`config.mk`:
```
export PLATFORM = sky130hd
export DESIGN_NAME = exc_entry_ctrl
export DESIGN_NICKNAME = d
export VERILOG_FILES = /design/src/rtl/exc_pkg.sv /design/src/rtl/exc_arbiter.sv /design/src/rtl/exc_entry_calc.sv /design/src/rtl/exc_return_calc.sv /design/src/rtl/exc_entry_ctrl.sv
export SDC_FILE = /design/constraint.sdc
export NUM_CORES = 1
export LEC_CHECK = 0
export BUFFER_PORTS_ARGS = -buffer_cell sky130_fd_sc_hd__buf_2
export CAP_MARGIN = 40
export CORE_ASPECT_RATIO = 1.75
export CORE_UTILIZATION = 30
export DETAILED_ROUTE_END_ITERATION = 8
export GPL_TIMING_DRIVEN = 0
export PLACE_DENSITY_LB_ADDON = 0.2
export SYNTH_ARGS = -nofsm -noshare
export SYNTH_HDL_FRONTEND = slang
export SYNTH_HIERARCHICAL = 1
export SYNTH_SLANG_ARGS = --single-unit
export TNS_END_PERCENT = 20
```
`constraint.sdc`:
```
create_clock -name clk -period 6.4 [get_ports clk]
set_clock_uncertainty 0.2 [all_clocks]
set_input_delay 0.64 -clock clk [delete_from_list [all_inputs] [get_ports clk]]
set_output_delay 0.64 -clock clk [all_outputs]
set_load 0.05 [all_outputs]
```
`src/rtl/exc_pkg.sv`:
```
package exc_pkg;
  localparam int NKIND = 7;
  localparam int I_BIT = 7;
  localparam int F_BIT = 6;
  localparam int MODE_W = 5;

  // index order is the priority order (0 = highest)
  typedef enum logic [2:0] {
    K_RST  = 3'd0,
    K_DABT = 3'd1,
    K_FIQ  = 3'd2,
    K_IRQ  = 3'd3,
    K_PABT = 3'd4,
    K_UND  = 3'd5,
    K_SWI  = 3'd6
  } kind_e;

  localparam logic [MODE_W-1:0] M_USR = 5'b10000;
  localparam logic [MODE_W-1:0] M_FIQ = 5'b10001;
  localparam logic [MODE_W-1:0] M_IRQ = 5'b10010;
  localparam logic [MODE_W-1:0] M_SVC = 5'b10011;
  localparam logic [MODE_W-1:0] M_ABT = 5'b10111;
  localparam logic [MODE_W-1:0] M_UND = 5'b11011;
  localparam logic [MODE_W-1:0] M_SYS = 5'b11111;

  function automatic logic [MODE_W-1:0] mode_of(kind_e k);
    case (k)
      K_FIQ:         return M_FIQ;
      K_IRQ:         return M_IRQ;
      K_DABT, K_PABT: return M_ABT;
      K_UND:         return M_UND;
      default:       return M_SVC;
    endcase
  endfunction

  function automatic logic [7:0] vec_off(kind_e k);
    case (k)
      K_UND:   return 8'h04;
      K_SWI:   return 8'h08;
      K_PABT:  return 8'h0C;
      K_DABT:  return 8'h10;
      K_IRQ:   return 8'h18;
      K_FIQ:   return 8'h1C;
      default: return 8'h00;
    endcase
  endfunction

  function automatic logic sets_fmask(kind_e k);
    return (k == K_RST) || (k == K_FIQ);
  endfunction
endpackage

```
`src/rtl/exc_arbiter.sv`:
```
module exc_arbiter
  import exc_pkg::*;
#(
  parameter int NK = NKIND,
  localparam int IW = $clog2(NK)
) (
  input  logic [NK-1:0] req,
  input  logic          en,
  output logic          take,
  output logic [IW-1:0] win
);
  logic [NK:0]   blocked;
  logic [NK-1:0] grant;

  assign blocked[0] = 1'b0;
  for (genvar g = 0; g < NK; g++) begin : g_lane
    assign grant[g]     = en & req[g] & ~blocked[g];
    assign blocked[g+1] = blocked[g] | req[g];
  end

  always_comb begin
    win = '0;
    for (int i = 0; i < NK; i++) begin
      if (grant[i]) win = win | IW'(i);
    end
  end

  assign take = |grant;
endmodule

```
`src/rtl/exc_entry_calc.sv`:
```
module exc_entry_calc
  import exc_pkg::*;
#(
  parameter int          DW       = 32,
  parameter logic [31:0] VEC_BASE = 32'h0
) (
  input  kind_e         kind,
  input  logic [DW-1:0] psr_in,
  input  logic [DW-1:0] pc_in,
  output logic [DW-1:0] vec,
  output logic [DW-1:0] psr_out,
  output logic [DW-1:0] link
);
  always_comb begin
    psr_out               = psr_in;
    psr_out[MODE_W-1:0]   = mode_of(kind);
    psr_out[I_BIT]        = 1'b1;
    psr_out[F_BIT]        = psr_in[F_BIT] | sets_fmask(kind);
  end

  assign vec  = DW'(VEC_BASE) + DW'(vec_off(kind));
  assign link = pc_in + DW'(4);
endmodule

```
`src/rtl/exc_return_calc.sv`:
```
module exc_return_calc
  import exc_pkg::*;
#(
  parameter int DW = 32
) (
  input  logic [MODE_W-1:0] mode,
  input  logic              abt_was_data,
  input  logic [DW-1:0]     link,
  output logic [DW-1:0]     ret_pc
);
  logic [3:0] off;

  always_comb begin
    case (mode)
      M_FIQ, M_IRQ: off = 4'd4;
      M_ABT:        off = abt_was_data ? 4'd8 : 4'd4;
      default:      off = 4'd0;
    endcase
  end

  assign ret_pc = link - DW'(off);
endmodule

```
`src/rtl/exc_entry_ctrl.sv`:
```
module exc_entry_ctrl
  import exc_pkg::*;
#(
  parameter int          DW       = 32,
  parameter logic [31:0] VEC_BASE = 32'h0
) (
  input  logic          clk,
  input  logic          rst_n,
  input  logic          req_rst,
  input  logic          req_dabt,
  input  logic          req_fiq,
  input  logic          req_irq,
  input  logic          req_pabt,
  input  logic          req_und,
  input  logic          req_swi,
  input  logic [DW-1:0] cur_psr,
  input  logic [DW-1:0] cur_pc,
  input  logic          ret_strobe,
  input  logic [DW-1:0] link_in,
  input  logic [DW-1:0] saved_psr_in,
  output logic          redirect,
  output logic          bank_we,
  output logic [DW-1:0] vec_addr,
  output logic [DW-1:0] new_psr,
  output logic [DW-1:0] spsr_wr,
  output logic [DW-1:0] link_wr,
  output logic [DW-1:0] ret_pc
);
  localparam int IW = $clog2(NKIND);

  logic [NKIND-1:0] req_vec;
  logic             take;
  logic [IW-1:0]    win;
  kind_e            kind;
  logic [DW-1:0]    e_vec, e_psr, e_link, r_pc;

  logic          redirect_q, redirect_d;
  logic          bank_we_q, bank_we_d;
  logic [DW-1:0] vec_q, vec_d, psr_q, psr_d, spsr_q, spsr_d;
  logic [DW-1:0] link_q, link_d, rpc_q, rpc_d;
  logic          abt_data_q, abt_data_d;
  logic          ent_en, ret_en;
  logic          do_ret;

  // masked request lines, priority order
  assign req_vec = {req_swi, req_und, req_pabt,
                    req_irq & ~cur_psr[I_BIT],
                    req_fiq & ~cur_psr[F_BIT],
                    req_dabt, req_rst};

  exc_arbiter #(.NK(NKIND)) u_arb (
    .req  (req_vec),
    .en   (~redirect_q),
    .take (take),
    .win  (win)
  );

  assign kind = kind_e'(win);

  exc_entry_calc #(.DW(DW), .VEC_BASE(VEC_BASE)) u_ent (
    .kind    (kind),
    .psr_in  (cur_psr),
    .pc_in   (cur_pc),
    .vec     (e_vec),
    .psr_out (e_psr),
    .link    (e_link)
  );

  exc_return_calc #(.DW(DW)) u_ret (
    .mode         (cur_psr[MODE_W-1:0]),
    .abt_was_data (abt_data_q),
    .link         (link_in),
    .ret_pc       (r_pc)
  );

  assign do_ret = ret_strobe & ~redirect_q & ~take;

  // next state
  always_comb begin
    redirect_d = take | do_ret;
    bank_we_d  = take;
    ent_en     = take;
    ret_en     = do_ret;
    vec_d      = vec_q;
    spsr_d     = spsr_q;
    link_d     = link_q;
    rpc_d      = rpc_q;
    psr_d      = psr_q;
    abt_data_d = abt_data_q;
    if (ent_en) begin
      vec_d  = e_vec;
      psr_d  = e_psr;
      spsr_d = cur_psr;
      link_d = e_link;
      if (kind == K_DABT) abt_data_d = 1'b1;
      if (kind == K_PABT) abt_data_d = 1'b0;
    end else if (ret_en) begin
      psr_d = saved_psr_in;
      rpc_d = r_pc;
    end
  end

  // registers
  always_ff @(posedge clk or negedge rst_n) begin
    if (!rst_n) begin
      redirect_q <= 1'b0;
      bank_we_q  <= 1'b0;
      vec_q      <= '0;
      psr_q      <= '0;
      spsr_q     <= '0;
      link_q     <= '0;
      rpc_q      <= '0;
      abt_data_q <= 1'b0;
    end else begin
      redirect_q <= redirect_d;
      bank_we_q  <= bank_we_d;
      vec_q      <= vec_d;
      psr_q      <= psr_d;
      spsr_q     <= spsr_d;
      link_q     <= link_d;
      rpc_q      <= rpc_d;
      abt_data_q <= abt_data_d;
    end
  end

  assign redirect = redirect_q;
  assign bank_we  = bank_we_q;
  assign vec_addr = vec_q;
  assign new_psr  = psr_q;
  assign spsr_wr  = spsr_q;
  assign link_wr  = link_q;
  assign ret_pc   = rpc_q;
endmodule

```
==> results.rst, run 1 <==
.. list-table::
   :header-rows: 1

   * - Metric
     - Value
   * - Proportion of synthesized chip area in sequential cells
     - 0.475
   * - Htree depth
     - 4
   * - Maximum resistive drop on vdd
     - 223 uV
   * - CTS Root Buffer Type
     - clkbuf_16
   * - Syn avg cell area
     - between 10 and 15 um^2
   * - Number of antenna-violating nets in the routed design
     - 0
   * - Destination of the worst hold path
     - ret_pc[0]
   * - Cells on worst reg2reg path
     - 8
   * - Hold Path Origin
     - link_in[0]
   * - Placement-stage cell area
     - 0.0107 mm^2
   * - Number of flops mapped to enable cells by yosys
     - 0
   * - Post-CTS setup buffers
     - 0
   * - Post-synth top area share
     - 0.475
   * - Number of clock buffers inserted by TritonCTS
     - 17
   * - Max FO, Critical Path
     - 5
   * - Achievable Freq
     - around 0.27 GHz
   * - Power density over the cells
     - 479 mW/mm^2
   * - Cell depth of the worst min-delay path
     - 2
   * - Type of origin of the critical path
     - register
   * - Leak pwr
     - 5.26 nW
   * - Vias post-DR
     - approximately 6500
   * - Portion of the clock cycle consumed by the worst path in the final layout
     - 0.569
   * - Compound-cell area share of the yosys netlist
     - 0.0408
   * - Starting utilization of the core area
     - 0.306
   * - Max-cap viol count
     - 0
   * - Leading cell types by total area after synthesis
     - dfrtp_1 47%, mux2_2 17%, buf_4 5.2%
   * - Wire length of the first global-routing pass
     - 37000 um
   * - Kind of path behind the tightest hold check
     - in2reg
   * - Synth warnings
     - 6
   * - Avg WL per Cell
     - 16.3 um
   * - Multiplexer area fraction after synthesis
     - 0.168
   * - Final critical delay including setup and external delays
     - ~3.6 ns
   * - Worst-Margin Slew
     - 0.797 ns
   * - Number of placement rows
     - a little over 80
   * - Number of distinct standard cells referenced by the synthesized netlist
     - 52
   * - Global-route total usage across every layer
     - 0.169
   * - Number of top-level design ports
     - 300
   * - TritonCTS clock tree
     - yes
   * - Buffers on Ports
     - 295
   * - Syn Inst Count
     - 723
   * - Data required time at the worst endpoint
     - 6.53 ns
   * - Critical path start-end classification
     - reg2reg
   * - Clock transition at path regs
     - ~0.07 ns
   * - Total power draw
     - between 0.005 and 0.006 W
   * - Xor/xnor cell area share of the yosys netlist
     - 0.0580
   * - DIE AREA
     - roughly 0.029 mm^2
   * - Die Span Y
     - between 200 and 250 um
   * - Kind of capture point of the worst setup path
     - register
   * - Worst reg-to-reg setup slack
     - around 2.8 ns
   * - Setup total negative slack
     - 0 ns
   * - Diodes inserted
     - 0
   * - Final nets
     - 1210
   * - RSZ-0062 raised after global routing
     - false
   * - Run status
     - complete, no violations
   * - Count of non-filler cells in the finished layout
     - 1454
   * - Critical register-to-register path endpoint
     - ret_pc[12]
   * - Placer congestion estimate
     - 0.772
   * - Maximum buffer depth of the clock tree
     - 2
   * - Remaining routing DRC violations
     - 0
   * - 1st-pass router iterations
     - 4
   * - Worst r2r src
     - abt_data_q
   * - Netlist area before placement
     - 0.00859 mm^2
   * - Data arrival, critical path
     - 3.77 ns
   * - Post-synthesis share of cell area spent on and, or, nand and nor gates
     - 0.150
   * - Headroom to the max-slew limit
     - 0.467
   * - DR iter-0 viols
     - 189
   * - Pins over their slew limit
     - 0
   * - Synthesis-stage register bit count
     - 163
   * - DP Wirelength
     - 18400 um
   * - Asr flop ratio synth
     - 1.00
   * - Post-route cell area
     - 0.0113 mm^2
   * - Number of hold violations in the final report
     - 0
   * - Layout Area Growth over Synthesis
     - 31.0%
   * - Share of post-route cells with drive strength above 1
     - 0.514
   * - Total grt overflow
     - 0
   * - Number of sinks handled by clock tree synthesis
     - 163
   * - Largest net degree at the start of global routing
     - 88
   * - Total wirelength of the detailed-routed design
     - 23700 um
   * - Worst-skew pair later-pin latency
     - 0.45 ns
   * - Final setup violating endpoints
     - 0
   * - Die outline width
     - 130 um
   * - Utilization after layout
     - 0.401
   * - Vias/cell
     - 4.47
   * - Number of antenna violations at the first check in global routing
     - 0
   * - Biggest area consumer among synthesized cells
     - dfrtp_1
   * - Number of global-route vias before repair
     - 6944
   * - Area of the core region
     - approximately 0.028 mm^2
   * - Main combinational cell family by area after synthesis
     - multiplexers
   * - Arithmetic-cell share of the synthesized area counting full adders, half adders and majority gates
     - 0.00670
   * - Leading register cell type out of synthesis
     - dfrtp_1
   * - Number of instances in the placed design
     - 1421
==> cells by family after synthesis <==
kind of cell | after synthesis
AOI/OAI and AO/OA | 42
xor gates and xnor gates | 56
adders and majority gates | 4
buffers and inverters | 137
DFF | 163
muxes | 128
other | 2
and+or+nand+nor | 191
==> synthesized netlist by cell type, types with 10 or more instances <==
library cell and count:
nand4_1 10, nand3_1 19, inv_1 42, mux2_2 128
buf_6 16, nand2_1 44, o311ai_0 25, nor2_1 22
buf_4 60, xor2_1 25, or4bb_1 24, xnor2_1 30
clkbuf_1 12, dfrtp_1 163
==> flip-flops by register name, indices dropped and copies added (netlist names) <==
signal      flops
bank_we         1
new_psr        32
abt_data_q      1
link_wr        32
spsr_wr        32
vec_addr       32
redirect        1
ret_pc         32
==> routing by layer <==
| layer | global-route usage | share of wire |
|---|---|---|
| met3 | 0.0422 | 0.052 |
| met1 | 0.172 | 0.37 |
| met4 | 0.0581 | 0.016 |
| met2 | 0.324 | 0.56 |
| met5 | 0 | 0 |
==> timing repair <==
action	4_1_cts	5_1_grt
gates resized for setup	0	0
endpoints found under the hold margin	42	0
hold buffers	1	0
==> worst max-delay path, stage by stage, from the launching register on <==
cell	delay, ns
dfrtp_1	0.42
inv_1	0.05
or4b_2	0.70
fa_1	0.50
or4_4	0.48
or4_4	0.44
or3_4	0.35
xnor2_2	0.13
mux2_2	0.26
==> placed cells by master (no fill, tap or decap), drive strengths merged, types with 2 or more instances in the layout <==
master / n
xor2: 25
conb: 31
inv: 47
or2: 2
ha: 3
and4: 3
nand2b: 3
dfrtp: 163
o311ai: 32
clkinvlp: 5
nor2b: 3
nand3b: 2
nor2: 22
or4bb: 24
mux2: 128
or4: 6
nor4: 11
clkbuf: 30
buf: 379
nor3: 9
o21ai: 2
clkinv: 3
and3: 5
nand4bb: 8
o31ai: 2
nand3: 19
xnor2: 31
nand2: 44
or3: 5
and2: 9
nand4: 11
==> worst max path at each step <==
stage                          start         end  slack [ns]  cells after the start
after floorplan           cur_psr[2]  ret_pc[12]        2.66                      8
after global routing      abt_data_q  ret_pc[12]        2.65                      8
final                     abt_data_q  ret_pc[12]        2.76                      8
after detailed placement  cur_psr[0]  ret_pc[12]        2.38                      9
after global placement         rst_n  ret_pc[16]        1.56                      1
after CTS                 abt_data_q  ret_pc[12]        2.73                      8
==> power by group <==
| group | total (W) | internal (W) | switching [W] |
|---|---|---|---|
| sequential | 0.00161 | 0.00143 | 0.000181 |
| clock | 0.00101 | 0.000549 | 0.000460 |
| combinational | 0.00278 | 0.000799 | 0.00198 |
| total | 0.00539 | 0.00277 | 0.00262 |
==> area by class of cell <==
class                           count  area [um^2]
Inverter                           42          158
Buffer                             95          711
Timing Repair Buffer              297         1520
Fill cell                        2815        16800
Sequential cell                   163         4080
Clock buffer                       18          439
Multi-Input combinational cell    452         3750
Tap cell                          373          467
Clock inverter                     14          126
==> per-stage QoR <==
stage | setup slack (ns) | hold slack (ns)
2_1_floorplan | 2.66 | 0.144
3_5_place_dp | 2.38 | 0.289
6_report | 2.76 | 0.228
4_1_cts | 2.73 | 0.198
3_3_place_gp | 1.56 | 0.286
5_1_grt | 2.65 | 0.205
(Power assumes the default switching activity.)
==> inputs of run 2 (changes only) <==
ABC_AREA = 1   (was not set)
clock period = 3 ns   (was 6.4 ns; I/O delays follow)
==> run 2 against run 1 <==
Effect of this change:
- critical path depth is 7 higher
- synthesized cell count is 76% higher
- first-iteration DRC count is 69% higher
- combinational power grew to 3.0 times the previous value
- global-route usage is 3.8 points higher
- utilization is 2.5 points higher
==> results.rst, run 2 <==
.. list-table::
   :header-rows: 1

   * - Metric
     - Value
   * - Run status
     - complete, no violations (unchanged)
   * - Achievable Freq
     - roughly 0.35 GHz
   * - Synth warnings
     - 6 (unchanged)
   * - Number of global-route vias before repair
     - 9256 (was 6944)
   * - Remaining routing DRC violations
     - 0 (unchanged)
   * - Total grt overflow
     - 0 (unchanged)
   * - Placer congestion estimate
     - 0.920 (was 0.772)
   * - Power density over the cells
     - 1120 mW/mm^2 (was 479 mW/mm^2)
   * - Kind of capture point of the worst setup path
     - register (unchanged)
   * - Data arrival, critical path
     - 3.03 ns (was 3.77 ns)
   * - Number of clock buffers inserted by TritonCTS
     - 17 (unchanged)
   * - Vias/cell
     - 4.41 (was 4.47)
   * - Fill count
     - 3194 (was 2815)
   * - Leak pwr
     - 7.21 nW (was 5.26 nW)
   * - Type of origin of the critical path
     - input pin (was register)
   * - Headroom to the max-slew limit
     - 0.568 (was 0.467)
   * - Worst-Margin Slew
     - 0.648 ns (was 0.797 ns)
   * - Final critical delay including setup and external delays
     - 2.85 ns
   * - Leading cell types by total area after synthesis
     - dfrtp_1 44%, nand2_1 27%, buf_4 5.2% (was dfrtp_1 47%, mux2_2 17%, buf_4 5.2%)
   * - Setup total negative slack
     - 0 ns (unchanged)
   * - Netlist area before placement
     - 0.00917 mm^2 (was 0.00859 mm^2)
   * - Worst path max stage delay
     - 0.55 ns (was 0.70 ns)
   * - Number of sinks handled by clock tree synthesis
     - 163 (unchanged)
   * - Clock transition at path regs
     - 0.07 ns (about the same)
   * - Global-route total usage across every layer
     - 0.206 (was 0.169)
   * - Htree depth
     - 4 (unchanged)
   * - Max FO, Critical Path
     - 4 (was 5)
   * - Ordered list of cells on the worst path
     - dlygate4sd3_1 -> buf_2 -> nand2_1 -> nand4_1 -> o22ai_2 -> ha_1 -> inv_1 -> fa_1 -> nor2_2 -> nand2_2 -> nor2_4 -> nand2_2 -> xnor2_1 -> nand4_1 -> nand2_1 (was inv_1 -> or4b_2 -> fa_1 -> or4_4 -> or4_4 -> or3_4 -> xnor2_2 -> mux2_2)
   * - DIE AREA
     - 0.0313 mm^2 (was 0.0293 mm^2)
   * - Asr flop ratio synth
     - 1.00 (unchanged)
   * - Avg WL per Cell
     - 15.1 um (was 16.3 um)
   * - Worst reg-to-reg setup slack
     - 0.34 ns (was 2.76 ns)
   * - Final setup violating endpoints
     - 0 (unchanged)
   * - Number of placement rows
     - 84 (was 81)
   * - Critical register-to-register path endpoint
     - new_psr[17] (was ret_pc[12])
   * - Area of the core region
     - 0.0301 mm^2 (was 0.0281 mm^2)
   * - Cells on worst reg2reg path
     - 13 (was 8)
   * - Critical path start-end classification
     - in2reg (was reg2reg)
   * - Die Span Y
     - 233 um (was 226 um)
   * - Post-CTS setup buffers
     - 0 (unchanged)
   * - Syn avg cell area
     - 7.19 um^2 (was 11.9 um^2)
   * - Total power draw
     - 0.0144 W (was 0.00539 W)
   * - Post-route cell area
     - 0.0128 mm^2 (was 0.0113 mm^2)
   * - Most frequently used cell type in the post-synthesis netlist
     - nand2_1 (was dfrtp_1)
   * - Worst r2r src
     - redirect (was abt_data_q)
   * - Starting utilization of the core area
     - 0.305 (was 0.306)
   * - Placement-stage cell area
     - 0.0113 mm^2 (was 0.0107 mm^2)
   * - Number of antenna-violating nets in the routed design
     - 0 (unchanged)
   * - Kind of path behind the tightest hold check
     - in2reg (unchanged)
   * - Number of antenna violations at the first check in global routing
     - 1 (was 0)
   * - Max-cap viol count
     - 0 (unchanged)
   * - Number of top-level design ports
     - 300 (unchanged)
   * - Share of post-route cells with drive strength above 1
     - 0.275 (was 0.514)
   * - Vias post-DR
     - 9304 (was 6494)
   * - Proportion of synthesized chip area in sequential cells
     - 0.445 (was 0.475)
   * - Layout Area Growth over Synthesis
     - 39.7% (was 31.0%)
   * - Number of flops mapped to enable cells by yosys
     - 0 (unchanged)
   * - Largest net degree at the start of global routing
     - 112 (was 88)
   * - DP Wirelength
     - 24400 um (was 18400 um)
   * - Number of distinct standard cells referenced by the synthesized netlist
     - 31 (was 52)
   * - DR iter-0 viols
     - 320 (was 189)
   * - Critical path origin
     - cur_psr[1] (was abt_data_q)
   * - Leading register cell type out of synthesis
     - dfrtp_1 (unchanged)
   * - TritonCTS clock tree
     - yes (unchanged)
   * - Biggest area consumer among synthesized cells
     - dfrtp_1 (unchanged)
   * - Post-synth top area share
     - 0.445 (was 0.475)
   * - Total wirelength of the detailed-routed design
     - 31800 um (was 23700 um)
   * - Buffers on Ports
     - 294 (was 295)
   * - Maximum resistive drop on vdd
     - 533 uV (was 223 uV)
   * - Syn Inst Count
     - 1275 (was 723)
   * - 1st-pass router iterations
     - 5 (was 4)
   * - Pins over their slew limit
     - 0 (unchanged)
   * - Capturing instance or port of the critical path
     - ret_pc[14] (was ret_pc[12])
   * - Final nets
     - 1856 (was 1210)
   * - CTS Root Buffer Type
     - clkbuf_16 (unchanged)
   * - Commonest non-fill, non-tap cell in the layout
     - nand2_1 (was buf_2)
   * - Synthesis-stage register bit count
     - 163 (unchanged)
   * - Diodes inserted
     - 0 (unchanged)
   * - Worst-skew pair later-pin latency
     - 0.45 ns (about the same)
   * - Most frequent cells in the layout
     - 668 x nand2_1, 334 x buf_2, 163 x dfrtp_1 (was 301 x buf_2, 163 x dfrtp_1, 128 x mux2_2)
   * - List of most frequent post-synthesis cells
     - 669 x nand2_1, 163 x dfrtp_1, 84 x nor2_1 (was 163 x dfrtp_1, 128 x mux2_2, 60 x buf_4)
   * - Worst-path cell with the longest stage delay
     - dlygate4sd3_1 (was or4b_2)
   * - Portion of the clock cycle consumed by the worst path in the final layout
     - 0.950
   * - Die outline width
     - 134 um (was 130 um)
   * - Wire length of the first global-routing pass
     - 48500 um (was 37000 um)
   * - Data required time at the worst endpoint
     - 3.18 ns (was 6.53 ns)
   * - RSZ-0062 raised after global routing
     - true (was false)
   * - Maximum buffer depth of the clock tree
     - 2 (unchanged)
   * - Number of hold violations in the final report
     - 0 (unchanged)
-- run 2: cell types whose count changed in the layout (fill, tap and decap cells not counted), sizes merged, moves of 24 or more --
cell,change
nor2,+85
mux2,-128
o311ai,-32
nand3,+30
nand2,+638
or4bb,-24
dlygate4sd3,+95
nand4,+28
-- run 2: critical path, delay by kind of cell --
kind	cells	cell delay (ns)
simple gates	8	0.97
fa+ha+maj	2	0.58
compound gates	1	0.19
xor+xnor	1	0.25
buf+inv	3	0.75
-- run 2: kinds of logic after synthesis --
logic type / synth area share
other cells: 0.000819
compound gates: 0.0117
simple gates: 0.408
xor+xnor: 0.0285
fa+ha+maj: 0.00628
buf+inv: 0.0997
flops: 0.445
-- run 2: how the worst min path moves through the flow --
| stage | to | cells past startpoint | start |
|---|---|---|---|
| 4_1_cts | link_wr[20] | 5 | cur_pc[20] |
| 3_5_place_dp | spsr_wr[23] | 1 | rst_n |
| 5_1_grt | ret_pc[9] | 4 | link_in[9] |
| 2_1_floorplan | abt_data_q | 0 | rst_n |
| 6_report | ret_pc[9] | 4 | link_in[9] |
| 3_3_place_gp | spsr_wr[19] | 2 | spsr_wr[19] |
-- run 2: report_power, final --
group,leakage (nW),total [W],switching (W),internal (W)
Sequential,2.00,0.00389,0.000593,0.00329
Combinational,4.95,0.00836,0.00650,0.00186
Clock,0.271,0.00215,0.000963,0.00119
Total,7.21,0.0144,0.00806,0.00634
-- run 2: area by class of cell --
class	count	area, um^2	share of cell area
Multi-Input combinational cell	974	4300	0.336
Sequential cell	163	4080	0.318
Timing Repair Buffer	391	2470	0.193
Buffer	111	706	0.0551
Tap cell	387	484	0.0378
Clock buffer	20	457	0.0356
Inverter	56	210	0.0164
Clock inverter	10	101	0.00791
-- run 2: metal layers --
layer,part of all wire,track usage,up-vias,wire length [um]
li1,-,-,4715,-
met1,0.36,0.198,4280,11400
met2,0.56,0.411,261,17900
met3,0.049,0.0432,48,1550
met4,0.031,0.0913,0,992
met5,0,0,-,0
-- run 2: repair_timing --
item | CTS | global route
endpoints found under the setup margin | 13 | 10
hold buffers | 96 | 0
gates resized for setup | 1 | 6
hold endpoints to repair | 147 | 0
-- run 2: per-stage QoR --
stage | hold WS [ns] | setup slack (ns) | std cells | utilization
2_1_floorplan | -0.196 | 0.598 | 1304 | -
3_3_place_gp | 0.249 | -1.45 | 1985 | 0.374
3_5_place_dp | 0.0535 | -0.0394 | 1986 | 0.375
4_1_cts | 0.00235 | 0.0571 | 2112 | 0.426
5_1_grt | 0.0226 | -0.0325 | 2112 | 0.426
6_report | 0.0321 | 0.150 | 2112 | 0.426
